### src/rtl/uptick_pkg.sv
// Package: shared register addresses, control word layout and event
// indices for the up-counting compare timer.
package uptick_pkg;

    localparam int ADDR_W = 4;
    localparam int PTV_W  = 3;
    localparam int CTRL_W = 15;
    localparam int NUM_EV = 3;

    // Event indices, shared by status, interrupt enable and wake mask
    localparam int EV_MAT = 0;
    localparam int EV_OVF = 1;
    localparam int EV_CAP = 2;

    // Register word addresses
    localparam logic [ADDR_W-1:0] A_REV    = 4'd0;
    localparam logic [ADDR_W-1:0] A_CTRL   = 4'd1;
    localparam logic [ADDR_W-1:0] A_STAT   = 4'd2;
    localparam logic [ADDR_W-1:0] A_IEN    = 4'd3;
    localparam logic [ADDR_W-1:0] A_WEN    = 4'd4;
    localparam logic [ADDR_W-1:0] A_COUNT  = 4'd5;
    localparam logic [ADDR_W-1:0] A_LOAD   = 4'd6;
    localparam logic [ADDR_W-1:0] A_RELOAD = 4'd7;
    localparam logic [ADDR_W-1:0] A_MATCH  = 4'd8;

    localparam logic [31:0] REV_VALUE = 32'h0000_0021;

    typedef enum logic [1:0] {
        TRG_OFF  = 2'd0,
        TRG_OVF  = 2'd1,
        TRG_BOTH = 2'd2,
        TRG_RSVD = 2'd3
    } trig_e;

    // Control word, MSB first; bit positions are software-visible
    typedef struct packed {
        logic              dir_in;   // 14
        logic              cap_sel;  // 13 (stored only)
        logic              toggle;   // 12
        trig_e             trig;     // 11:10
        logic [1:0]        cap_mode; // 9:8 (stored only)
        logic              idle_lvl; // 7
        logic              cmp_en;   // 6
        logic              psc_en;   // 5
        logic [PTV_W-1:0]  psc_val;  // 4:2
        logic              reload;   // 1
        logic              run;      // 0
    } ctrl_t;

endpackage

### src/rtl/uptick_prescale.sv
// Module: uptick_prescale
// Turns qualified ticks into counting steps: passes them straight through,
// or divides by 2^(psc_val+1). Assumes tick is already gated by run state
// and write priority; clr restarts the division phase.
module uptick_prescale #(
    parameter int PTV_W = 3
) (
    input  logic             clk,
    input  logic             rst_n,
    input  logic             clr,
    input  logic             tick,
    input  logic             psc_en,
    input  logic [PTV_W-1:0] psc_val,
    output logic             step
);
    localparam int PSC_W = 1 << PTV_W;

    logic [PSC_W-1:0] phase_q;
    logic [PSC_W-1:0] limit;

    // Terminal phase value for the selected division ratio
    always_comb begin
        limit = ~({PSC_W{1'b1}} << ({1'b0, psc_val} + 4'd1));
    end

    // Step on every tick, or on the tick that reaches the terminal phase
    always_comb begin
        step = tick & (~psc_en | (phase_q == limit));
    end

    // Phase counter: cleared on request, advanced by each tick
    always_ff @(posedge clk) begin
        if (!rst_n || clr) begin
            phase_q <= '0;
        end else if (tick) begin
            phase_q <= step ? '0 : phase_q + 1'b1;
        end
    end

    AST_PHASE_BOUND: assert property (@(posedge clk) disable iff (!rst_n)
        psc_en |-> (phase_q <= limit));

endmodule

### src/rtl/uptick_core.sv
// Module: uptick_core
// Holds the count. Applies register writes first, then overflow handling,
// then increments, and flags overflow and match events for the step taken
// this cycle. Assumes step is never high in a cycle with a write.
module uptick_core #(
    parameter int CNT_W = 32
) (
    input  logic             clk,
    input  logic             rst_n,
    input  logic             srst,
    input  logic             step,
    input  logic             cmp_en,
    input  logic             reload,
    input  logic [CNT_W-1:0] load_val,
    input  logic [CNT_W-1:0] match_val,
    input  logic             wr_count,
    input  logic             wr_reload,
    input  logic [CNT_W-1:0] wdata,
    output logic [CNT_W-1:0] count,
    output logic             ovf_evt,
    output logic             mat_evt
);
    logic [CNT_W-1:0] count_q;
    logic [CNT_W-1:0] count_inc;
    logic             at_top;

    // Next increment value and terminal-count detect
    always_comb begin
        count_inc = count_q + 1'b1;
        at_top    = &count_q;
    end

    // Events of the step taken this cycle
    always_comb begin
        ovf_evt = step & at_top;
        mat_evt = step & ~at_top & cmp_en & (count_inc == match_val);
    end

    // Count register with write priority over stepping
    always_ff @(posedge clk) begin
        if (!rst_n || srst) begin
            count_q <= '0;
        end else if (wr_count) begin
            count_q <= wdata;
        end else if (wr_reload) begin
            count_q <= load_val;
        end else if (ovf_evt) begin
            count_q <= reload ? load_val : '0;
        end else if (step) begin
            count_q <= count_inc;
        end
    end

    assign count = count_q;

    AST_OVF_RELOAD: assert property (@(posedge clk) disable iff (!rst_n)
        (ovf_evt && reload && !srst) |=> (count_q == $past(load_val)));
    AST_OVF_CLEAR: assert property (@(posedge clk) disable iff (!rst_n)
        (ovf_evt && !reload && !srst) |=> (count_q == '0));
    AST_MATCH_HIT: assert property (@(posedge clk) disable iff (!rst_n)
        (mat_evt && !srst) |=> (count_q == $past(match_val)));
    AST_HOLD_IDLE: assert property (@(posedge clk) disable iff (!rst_n)
        (!step && !wr_count && !wr_reload && !srst) |=> $stable(count_q));

endmodule

### src/rtl/uptick_pin.sv
// Module: uptick_pin
// Drives the event output pin from overflow and match events by trigger
// mode, as a toggle or a one-cycle pulse, or parks it at the idle level.
// Assumes the events belong to the current cycle's step.
module uptick_pin
    import uptick_pkg::*;
(
    input  logic  clk,
    input  logic  rst_n,
    input  logic  srst,
    input  logic  run,
    input  logic  idle_lvl,
    input  trig_e trig,
    input  logic  toggle,
    input  logic  dir_in,
    input  logic  ovf_evt,
    input  logic  mat_evt,
    output logic  pin_o,
    output logic  pin_oe
);
    logic pin_q;
    logic parked;
    logic fire;

    // Pin event selection and parking condition
    always_comb begin
        parked = ~run | (trig == TRG_OFF) | (trig == TRG_RSVD);
        fire   = ((trig == TRG_OVF) & ovf_evt) |
                 ((trig == TRG_BOTH) & (ovf_evt | mat_evt));
    end

    // Pin level register
    always_ff @(posedge clk) begin
        if (!rst_n || srst) begin
            pin_q <= 1'b0;
        end else if (dir_in) begin
            pin_q <= pin_q;
        end else if (parked) begin
            pin_q <= idle_lvl;
        end else if (toggle) begin
            pin_q <= fire ? ~pin_q : pin_q;
        end else begin
            pin_q <= fire ? ~idle_lvl : idle_lvl;
        end
    end

    assign pin_o  = pin_q;
    assign pin_oe = ~dir_in;

    AST_PIN_PARKED: assert property (@(posedge clk) disable iff (!rst_n)
        (parked && !dir_in && !srst) |=> (pin_q == $past(idle_lvl)));
    AST_PIN_FROZEN: assert property (@(posedge clk) disable iff (!rst_n)
        (dir_in && !srst) |=> $stable(pin_q));
    AST_PIN_TOGGLE: assert property (@(posedge clk) disable iff (!rst_n)
        (fire && toggle && !parked && !dir_in && !srst) |=> (pin_q != $past(pin_q)));
    AST_PIN_PULSE: assert property (@(posedge clk) disable iff (!rst_n)
        (fire && !toggle && !parked && !dir_in && !srst) |=> (pin_q == !$past(idle_lvl)));

endmodule

### src/rtl/uptick_regs.sv
// Module: uptick_regs
// Register file: control, enables, load, match, write-one-to-clear status,
// the wake-up pulse and registered read data. Assumes one access per cycle
// and that the event inputs belong to the current cycle.
module uptick_regs
    import uptick_pkg::*;
#(
    parameter int CNT_W = 32
) (
    input  logic              clk,
    input  logic              rst_n,
    input  logic              srst,
    input  logic              wr_en,
    input  logic              rd_en,
    input  logic [ADDR_W-1:0] addr,
    input  logic [CNT_W-1:0]  wdata,
    input  logic [CNT_W-1:0]  count,
    input  logic              ovf_evt,
    input  logic              mat_evt,
    output ctrl_t             ctrl,
    output logic [CNT_W-1:0]  load_val,
    output logic [CNT_W-1:0]  match_val,
    output logic              wr_count,
    output logic              wr_reload,
    output logic [CNT_W-1:0]  rdata,
    output logic              irq_o,
    output logic              wake_o
);
    ctrl_t             ctrl_q;
    logic [NUM_EV-1:0] ien_q;
    logic [NUM_EV-1:0] wen_q;
    logic [NUM_EV-1:0] stat_q;
    logic [NUM_EV-1:0] ev;
    logic [NUM_EV-1:0] w1c;
    logic [CNT_W-1:0]  load_q;
    logic [CNT_W-1:0]  match_q;
    logic [CNT_W-1:0]  rdata_q;
    logic              wake_q;
    logic              wr_ctrl;

    // Write decode and event vector
    always_comb begin
        wr_ctrl      = wr_en && (addr == A_CTRL);
        wr_count     = wr_en && (addr == A_COUNT);
        wr_reload    = wr_en && (addr == A_RELOAD);
        w1c          = (wr_en && (addr == A_STAT)) ? wdata[NUM_EV-1:0] : '0;
        ev           = '0;
        ev[EV_MAT]   = mat_evt;
        ev[EV_OVF]   = ovf_evt;
    end

    // Control word; a stopping overflow clears the run bit
    always_ff @(posedge clk) begin
        if (!rst_n || srst) begin
            ctrl_q <= '0;
        end else if (wr_ctrl) begin
            ctrl_q <= ctrl_t'(wdata[CTRL_W-1:0]);
        end else if (ovf_evt && !ctrl_q.reload) begin
            ctrl_q.run <= 1'b0;
        end
    end

    // Enables, load and match registers
    always_ff @(posedge clk) begin
        if (!rst_n || srst) begin
            ien_q   <= '0;
            wen_q   <= '0;
            load_q  <= '0;
            match_q <= '0;
        end else if (wr_en) begin
            if (addr == A_IEN)   ien_q   <= wdata[NUM_EV-1:0];
            if (addr == A_WEN)   wen_q   <= wdata[NUM_EV-1:0];
            if (addr == A_LOAD)  load_q  <= wdata;
            if (addr == A_MATCH) match_q <= wdata;
        end
    end

    // One status flag per event source
    for (genvar i = 0; i < NUM_EV; i++) begin : g_stat
        // Flag: set by an enabled event, cleared by a one written to it
        always_ff @(posedge clk) begin
            if (!rst_n || srst) begin
                stat_q[i] <= 1'b0;
            end else begin
                stat_q[i] <= (stat_q[i] & ~w1c[i]) | (ev[i] & ien_q[i]);
            end
        end

        AST_STAT_GATED: assert property (@(posedge clk) disable iff (!rst_n)
            $rose(stat_q[i]) |-> $past(ien_q[i]));
    end

    // Wake-up pulse from masked events
    always_ff @(posedge clk) begin
        if (!rst_n || srst) begin
            wake_q <= 1'b0;
        end else begin
            wake_q <= |(ev & wen_q);
        end
    end

    // Registered read data
    always_ff @(posedge clk) begin
        if (!rst_n || srst) begin
            rdata_q <= '0;
        end else if (rd_en) begin
            case (addr)
                A_REV:    rdata_q <= CNT_W'(REV_VALUE);
                A_CTRL:   rdata_q <= CNT_W'(ctrl_q);
                A_STAT:   rdata_q <= CNT_W'(stat_q);
                A_IEN:    rdata_q <= CNT_W'(ien_q);
                A_WEN:    rdata_q <= CNT_W'(wen_q);
                A_COUNT:  rdata_q <= count;
                A_LOAD:   rdata_q <= load_q;
                A_RELOAD: rdata_q <= '1;
                A_MATCH:  rdata_q <= match_q;
                default:  rdata_q <= '0;
            endcase
        end
    end

    assign ctrl      = ctrl_q;
    assign load_val  = load_q;
    assign match_val = match_q;
    assign rdata     = rdata_q;
    assign irq_o     = |stat_q;
    assign wake_o    = wake_q;

    AST_W1C_OVF: assert property (@(posedge clk) disable iff (!rst_n)
        (w1c[EV_OVF] && !ovf_evt && !srst) |=> !stat_q[EV_OVF]);
    AST_WAKE_CAUSE: assert property (@(posedge clk) disable iff (!rst_n)
        wake_o |-> $past(|(ev & wen_q)));
    AST_AUTO_STOP: assert property (@(posedge clk) disable iff (!rst_n)
        (ovf_evt && !ctrl_q.reload && !wr_ctrl && !srst) |=> !ctrl_q.run);
    AST_CAP_QUIET: assert property (@(posedge clk) disable iff (!rst_n)
        !stat_q[EV_CAP]);

endmodule

### src/rtl/uptick_timer.sv
// Module: uptick_timer (top)
// Up-counting compare timer: register file, tick divider, counter core and
// event pin. A register write cycle drops any coinciding tick. Assumes
// tick_en is synchronous to clk.
module uptick_timer
    import uptick_pkg::*;
#(
    parameter int CNT_W = 32
) (
    input  logic              clk,
    input  logic              rst_n,
    input  logic              soft_rst,
    input  logic              tick_en,
    input  logic              wr_en,
    input  logic              rd_en,
    input  logic [ADDR_W-1:0] addr,
    input  logic [CNT_W-1:0]  wdata,
    output logic [CNT_W-1:0]  rdata,
    output logic [CNT_W-1:0]  count_o,
    output logic              pin_o,
    output logic              pin_oe,
    output logic              irq_o,
    output logic              wake_o
);
    ctrl_t            ctrl;
    logic [CNT_W-1:0] load_val;
    logic [CNT_W-1:0] match_val;
    logic             wr_count;
    logic             wr_reload;
    logic             ovf_evt;
    logic             mat_evt;
    logic             qual_tick;
    logic             psc_clr;
    logic             step;

    // Tick qualification: running, and no register write this cycle
    always_comb begin
        qual_tick = tick_en & ~wr_en & ctrl.run;
        psc_clr   = ~ctrl.run | wr_en | soft_rst;
    end

    uptick_regs #(.CNT_W(CNT_W)) i_regs (
        .clk       (clk),
        .rst_n     (rst_n),
        .srst      (soft_rst),
        .wr_en     (wr_en),
        .rd_en     (rd_en),
        .addr      (addr),
        .wdata     (wdata),
        .count     (count_o),
        .ovf_evt   (ovf_evt),
        .mat_evt   (mat_evt),
        .ctrl      (ctrl),
        .load_val  (load_val),
        .match_val (match_val),
        .wr_count  (wr_count),
        .wr_reload (wr_reload),
        .rdata     (rdata),
        .irq_o     (irq_o),
        .wake_o    (wake_o)
    );

    uptick_prescale #(.PTV_W(PTV_W)) i_psc (
        .clk     (clk),
        .rst_n   (rst_n),
        .clr     (psc_clr),
        .tick    (qual_tick),
        .psc_en  (ctrl.psc_en),
        .psc_val (ctrl.psc_val),
        .step    (step)
    );

    uptick_core #(.CNT_W(CNT_W)) i_core (
        .clk       (clk),
        .rst_n     (rst_n),
        .srst      (soft_rst),
        .step      (step),
        .cmp_en    (ctrl.cmp_en),
        .reload    (ctrl.reload),
        .load_val  (load_val),
        .match_val (match_val),
        .wr_count  (wr_count),
        .wr_reload (wr_reload),
        .wdata     (wdata),
        .count     (count_o),
        .ovf_evt   (ovf_evt),
        .mat_evt   (mat_evt)
    );

    uptick_pin i_pin (
        .clk      (clk),
        .rst_n    (rst_n),
        .srst     (soft_rst),
        .run      (ctrl.run),
        .idle_lvl (ctrl.idle_lvl),
        .trig     (ctrl.trig),
        .toggle   (ctrl.toggle),
        .dir_in   (ctrl.dir_in),
        .ovf_evt  (ovf_evt),
        .mat_evt  (mat_evt),
        .pin_o    (pin_o),
        .pin_oe   (pin_oe)
    );

    AST_WRITE_DROPS_TICK: assert property (@(posedge clk) disable iff (!rst_n)
        wr_en |-> !step);

endmodule

### config.mk
export PLATFORM = sky130hd
export DESIGN_NAME = uptick_timer
export DESIGN_NICKNAME = d
export VERILOG_FILES = /design/src/rtl/uptick_pkg.sv /design/src/rtl/uptick_prescale.sv /design/src/rtl/uptick_core.sv /design/src/rtl/uptick_pin.sv /design/src/rtl/uptick_regs.sv /design/src/rtl/uptick_timer.sv
export SDC_FILE = /design/constraint.sdc
export NUM_CORES = 1
export LEC_CHECK = 0
export BUFFER_PORTS_ARGS = -buffer_cell sky130_fd_sc_hd__buf_2
export CELL_PAD_IN_SITES_DETAIL_PLACEMENT = 1
export CELL_PAD_IN_SITES_GLOBAL_PLACEMENT = 1
export CORE_ASPECT_RATIO = 0.8
export CORE_MARGIN = 1.5
export CORE_UTILIZATION = 25
export CTS_CLUSTER_DIAMETER = 200
export DETAILED_ROUTE_END_ITERATION = 12
export PLACE_DENSITY = 0.62
export SETUP_SLACK_MARGIN = 0.3
export SLEW_MARGIN = 20
export SYNTH_ARGS = -nofsm -noshare
export SYNTH_HDL_FRONTEND = slang
export SYNTH_SLANG_ARGS = --single-unit
### constraint.sdc
create_clock -name clk -period 2.9 [get_ports clk]
set_clock_uncertainty 0.1 [all_clocks]
set_input_delay 0 -clock clk [delete_from_list [all_inputs] [get_ports clk]]
set_output_delay 0 -clock clk [all_outputs]
set_load 0.05 [all_outputs]
==> reports/results.txt <==
CTS clk-pin slew, worst paths - 0.08 ns
CP startpoint kind - flip-flop
Status - complete, but fails checks
Worst Tran Pin Value - 0.9755 ns
Sequential power share - 43.6%
Reg2reg start - i_regs.ctrl[2]
Layout area overhead - 48.13%
GRT Resource Usage Total - 24.79%
Post-synth EDFFs - 0
Main synth FF type - dfxtp_1
Post-synthesis sequential area ratio - 34.59%
Tcrit/Tclk final - 102.5%
Worst Setup End Kind - flip-flop
Switching power total - 1446 uW
Synth top area share - 34.59%
CTS tree - done
Diodes inserted - 0
R2R Path End - i_core.count[4]
Ys async rst share - 0%
Initial Utilization - 25.36%
Cell count after synthesis - 1303
Fmax - 336.5 MHz
Power Dens Cells - 370.0 nW/um2
Hold Path Sink - i_core.count[11]
Pleak - 0.005229 uW
Number of global-route vias before repair - 11100
Crit-path max cell delay - 0.50 ns
Post-synth net total - 1350
# setup viols final - 8
First-pass GRT wire length - 71.25 mm
R2R depth - 13
Root buf cell - clkbuf_16
CP cell instances - inv_2, ha_4, inv_1, a21oi_2, nor3_2, or4_4, o31a_1, o21ai_4, buf_12, buf_12, buf_8, a221oi_2, nor3_1
Mean Syn Cell Area - 7.196 um2
Sw frac - 28.13%
Iteration-0 DRC Markers - 965
Warnings, synthesis - 0
Worst IR Drop VDD - 0.3952 mV
Comb power frac - 11.3%
DP Worst Slack - -0.6018 ns
Routability-driven placement congestion ratio - 0.9524
Critical Path Stages - 13
Placed cell count - 1929
Slew margin rel. - 34.89%
WL/cell - 23.72 um
Critical Path RT - 3.14 ns
Top cell by count, worst path - buf_12
GRT overflow - 0
Maximum fanout along the worst path - 5
Slew Limit Fails - 0
Final setup margin - -0.07156 ns
Chip width - 219.5 um
Fin util - 37.57%
Fin. Hold Viols - 0
Fin crit period - 2.972 ns
RSZ-0062 raised after global routing - true
Nets - 1597
Placed Area - 11590 um2
Synth cell types - 71
Post-Syn Area - 9376 um2
Die Ht - 176.2 um
Via count - 11200
Number of placement rows - 63
Final instance area - 13890 um2
Clk network pwr share - 45.2%
Die footprint - 38680 um2
DRT Pass-1 Iters - 6
Post-Layout Cell Count - 2050
Seq cells post-synth - 162
Worst skew pair latency - 0.46 ns
Share of cells above drive strength 1 - 32.63%
Failing checks - setup timing
Reg2reg setup slack - -0.07 ns
Htree depth - 4
Via/cell ratio - 5.464
Max cap viols - 0
Port Buffers - 109
Worst Hold Depth - 4
CP bufs+invs - 5
DRC violations left - 0
Core Area - 36970 um2
Clock Path Buffers - 2
CP top delay family - simple AND/OR/NAND/NOR gates
Drt total wl - 48.64 mm
Initial antenna violation count - 0
Critical-path top delay cell - or4_4
Ranking of synthesized cells by area - dfxtp_1, a21oi_1, nand2_1
CP Data Arrival Time - 3.21 ns
Internal power - 3693 uW
Class of the worst hold path - in -> reg
Crit path kind - reg -> reg
CTS Buf Count - 17
Remaining antenna violation count - 0
CTS Sinks - 162
Hold path startpoint - rst_n
Synth area leader - dfxtp_1
Pin count of the biggest net entering global routing - 64
Post-DP HPWL - 35.29 mm
I/O Pins - 110
## cells by family (layout without fill, tap and decap cells)
group | count (synthesis) | in the layout | synth area share [%]
and+or+nand+nor | 597 | 597 | 29.93
AOI/OAI and AO/OA | 336 | 336 | 21.72
DFF | 162 | 162 | 34.59
buffers and inverters | 131 | 391 | 5.564
xor gates and xnor gates | 60 | 60 | 6.205
muxes | 12 | 12 | 1.321
adders and majority gates | 5 | 5 | 0.6672
## how the worst max path moves through the flow
stage	startpoint	end	slack [ns]
floorplan	i_core.count[8]	i_pin.pin_o	0.12
global placement	i_core.count[21]	i_core.count[16]	-0.52
detailed placement	i_core.count[21]	i_core.count[16]	-0.60
CTS	i_regs.ctrl[2]	i_core.count[17]	0.003
global route	i_regs.ctrl[2]	i_core.count[4]	-0.16
finish	i_regs.ctrl[2]	i_core.count[4]	-0.07
## cells in the mapped netlist (all sizes together), types with 4 or more instances
master  number
nand2      231
a21oi      176
dfxtp      162
nor2       133
nor3        84
clkbuf      82
o21ai       64
xnor2       33
buf         31
nand3       28
a221oi      26
nand4       26
xor2        23
inv         18
nor4        17
and3        12
nand2b      12
a211oi      11
a222oi      11
mux2i        9
nand3b       8
and2         7
nor2b        7
or4          7
and4         6
or3          6
ha           5
nor3b        5
o31ai        5
a22o         4
a22oi        4
## sequential cells by signal, indices dropped and copies added, names as in the netlist
| register | cells |
|---|---|
| i_regs.ien_q | 3 |
| i_regs.rdata | 32 |
| i_regs.ctrl | 15 |
| i_psc.phase_q | 8 |
| i_regs.wen_q | 3 |
| i_core.count | 32 |
| i_regs.stat_q | 3 |
| i_regs.match_val | 32 |
| i_pin.pin_o | 1 |
| i_regs.load_val | 32 |
| i_regs.wake_o | 1 |
## cell type report
type / count / area [um2]
Clock inverter: 9 / 95.09
Tap cell: 487 / 609.3
Clock buffer: 23 / 479.2
Fill cell: 4425 / 23080
Inverter: 18 / 67.56
Multi-Input combinational cell: 1010 / 6536
Timing Repair Buffer: 341 / 2753
Sequential cell: 162 / 3349
## metrics by stage
step | power (uW) | hold WS, ns | setup TNS [ns]
floorplan | 2555 | -0.01296 | 0
global placement | 2762 | 0.1653 | -4.479
detailed placement | 2765 | 0.1732 | -6.595
CTS | 5147 | 0.01107 | 0
global route | 5304 | 0.02594 | -2.827
finish | 5139 | 0.03874 | -0.2383
## power groups by stage
stage          combinational (uW)  sequential (uW)  clock, uW
2_1_floorplan                 239             2320          0
3_3_place_gp                  472             2290          0
3_5_place_dp                  474             2290          0
4_1_cts                       544             2240       2370
5_1_grt                       617             2240       2450
6_report                      579             2240       2320
## placed cells by master, fill, tap and decap left out, types with 9 or more instances in the layout
cell type / Yosys / layout
a21oi_1: 176 / 166
nor4_4: 1 / 9
nand2b_1: 12 / 10
nand3_1: 26 / 22
xnor2_1: 33 / 32
nand2_1: 230 / 222
nor2_1: 131 / 115
inv_1: 18 / 17
a222oi_1: 11 / 11
nor2_4: 0 / 14
a221oi_2: 0 / 14
o21ai_0: 62 / 57
mux2i_1: 9 / 9
and3_1: 12 / 12
dfxtp_4: 0 / 26
xor2_1: 23 / 22
dlygate4sd3_1: 0 / 37
dfxtp_1: 162 / 129
buf_12: 0 / 13
buf_6: 0 / 18
buf_4: 0 / 156
nor3_1: 83 / 70
clkbuf_16: 0 / 20
buf_2: 23 / 109
nor3_2: 0 / 12
nand4_1: 25 / 25
## worst reg2reg max path, delay by kind of cell (launching register included)
kind	cells	cell delay [ns]
flip-flops	1	0.39
AO/OA/AOI/OAI	4	0.77
AND/OR/NAND/NOR	3	0.80
adder cells (fa/ha/maj)	1	0.30
buffers and inverters	5	0.49
## routing by layer
metal,vias up,share of wire [%],global-route usage [%]
li1,5113,-,-
met1,5584,48,36.42
met2,440,41,35.46
met3,65,8.5,5.926
met4,0,2.2,7.078
met5,-,0,0
## timing repair
| item | CTS | global route |
|---|---|---|
| setup buffers | 28 | 18 |
| endpoints found under the setup margin | 44 | 45 |
| hold buffers | 37 | 0 |
| cloned | 4 | 2 |
| hold endpoints to repair | 122 | 0 |
| gates resized for setup | 77 | 84 |
| pin swaps | 45 | 43 |
No activity file was read; power rests on OpenSTA's default activity.
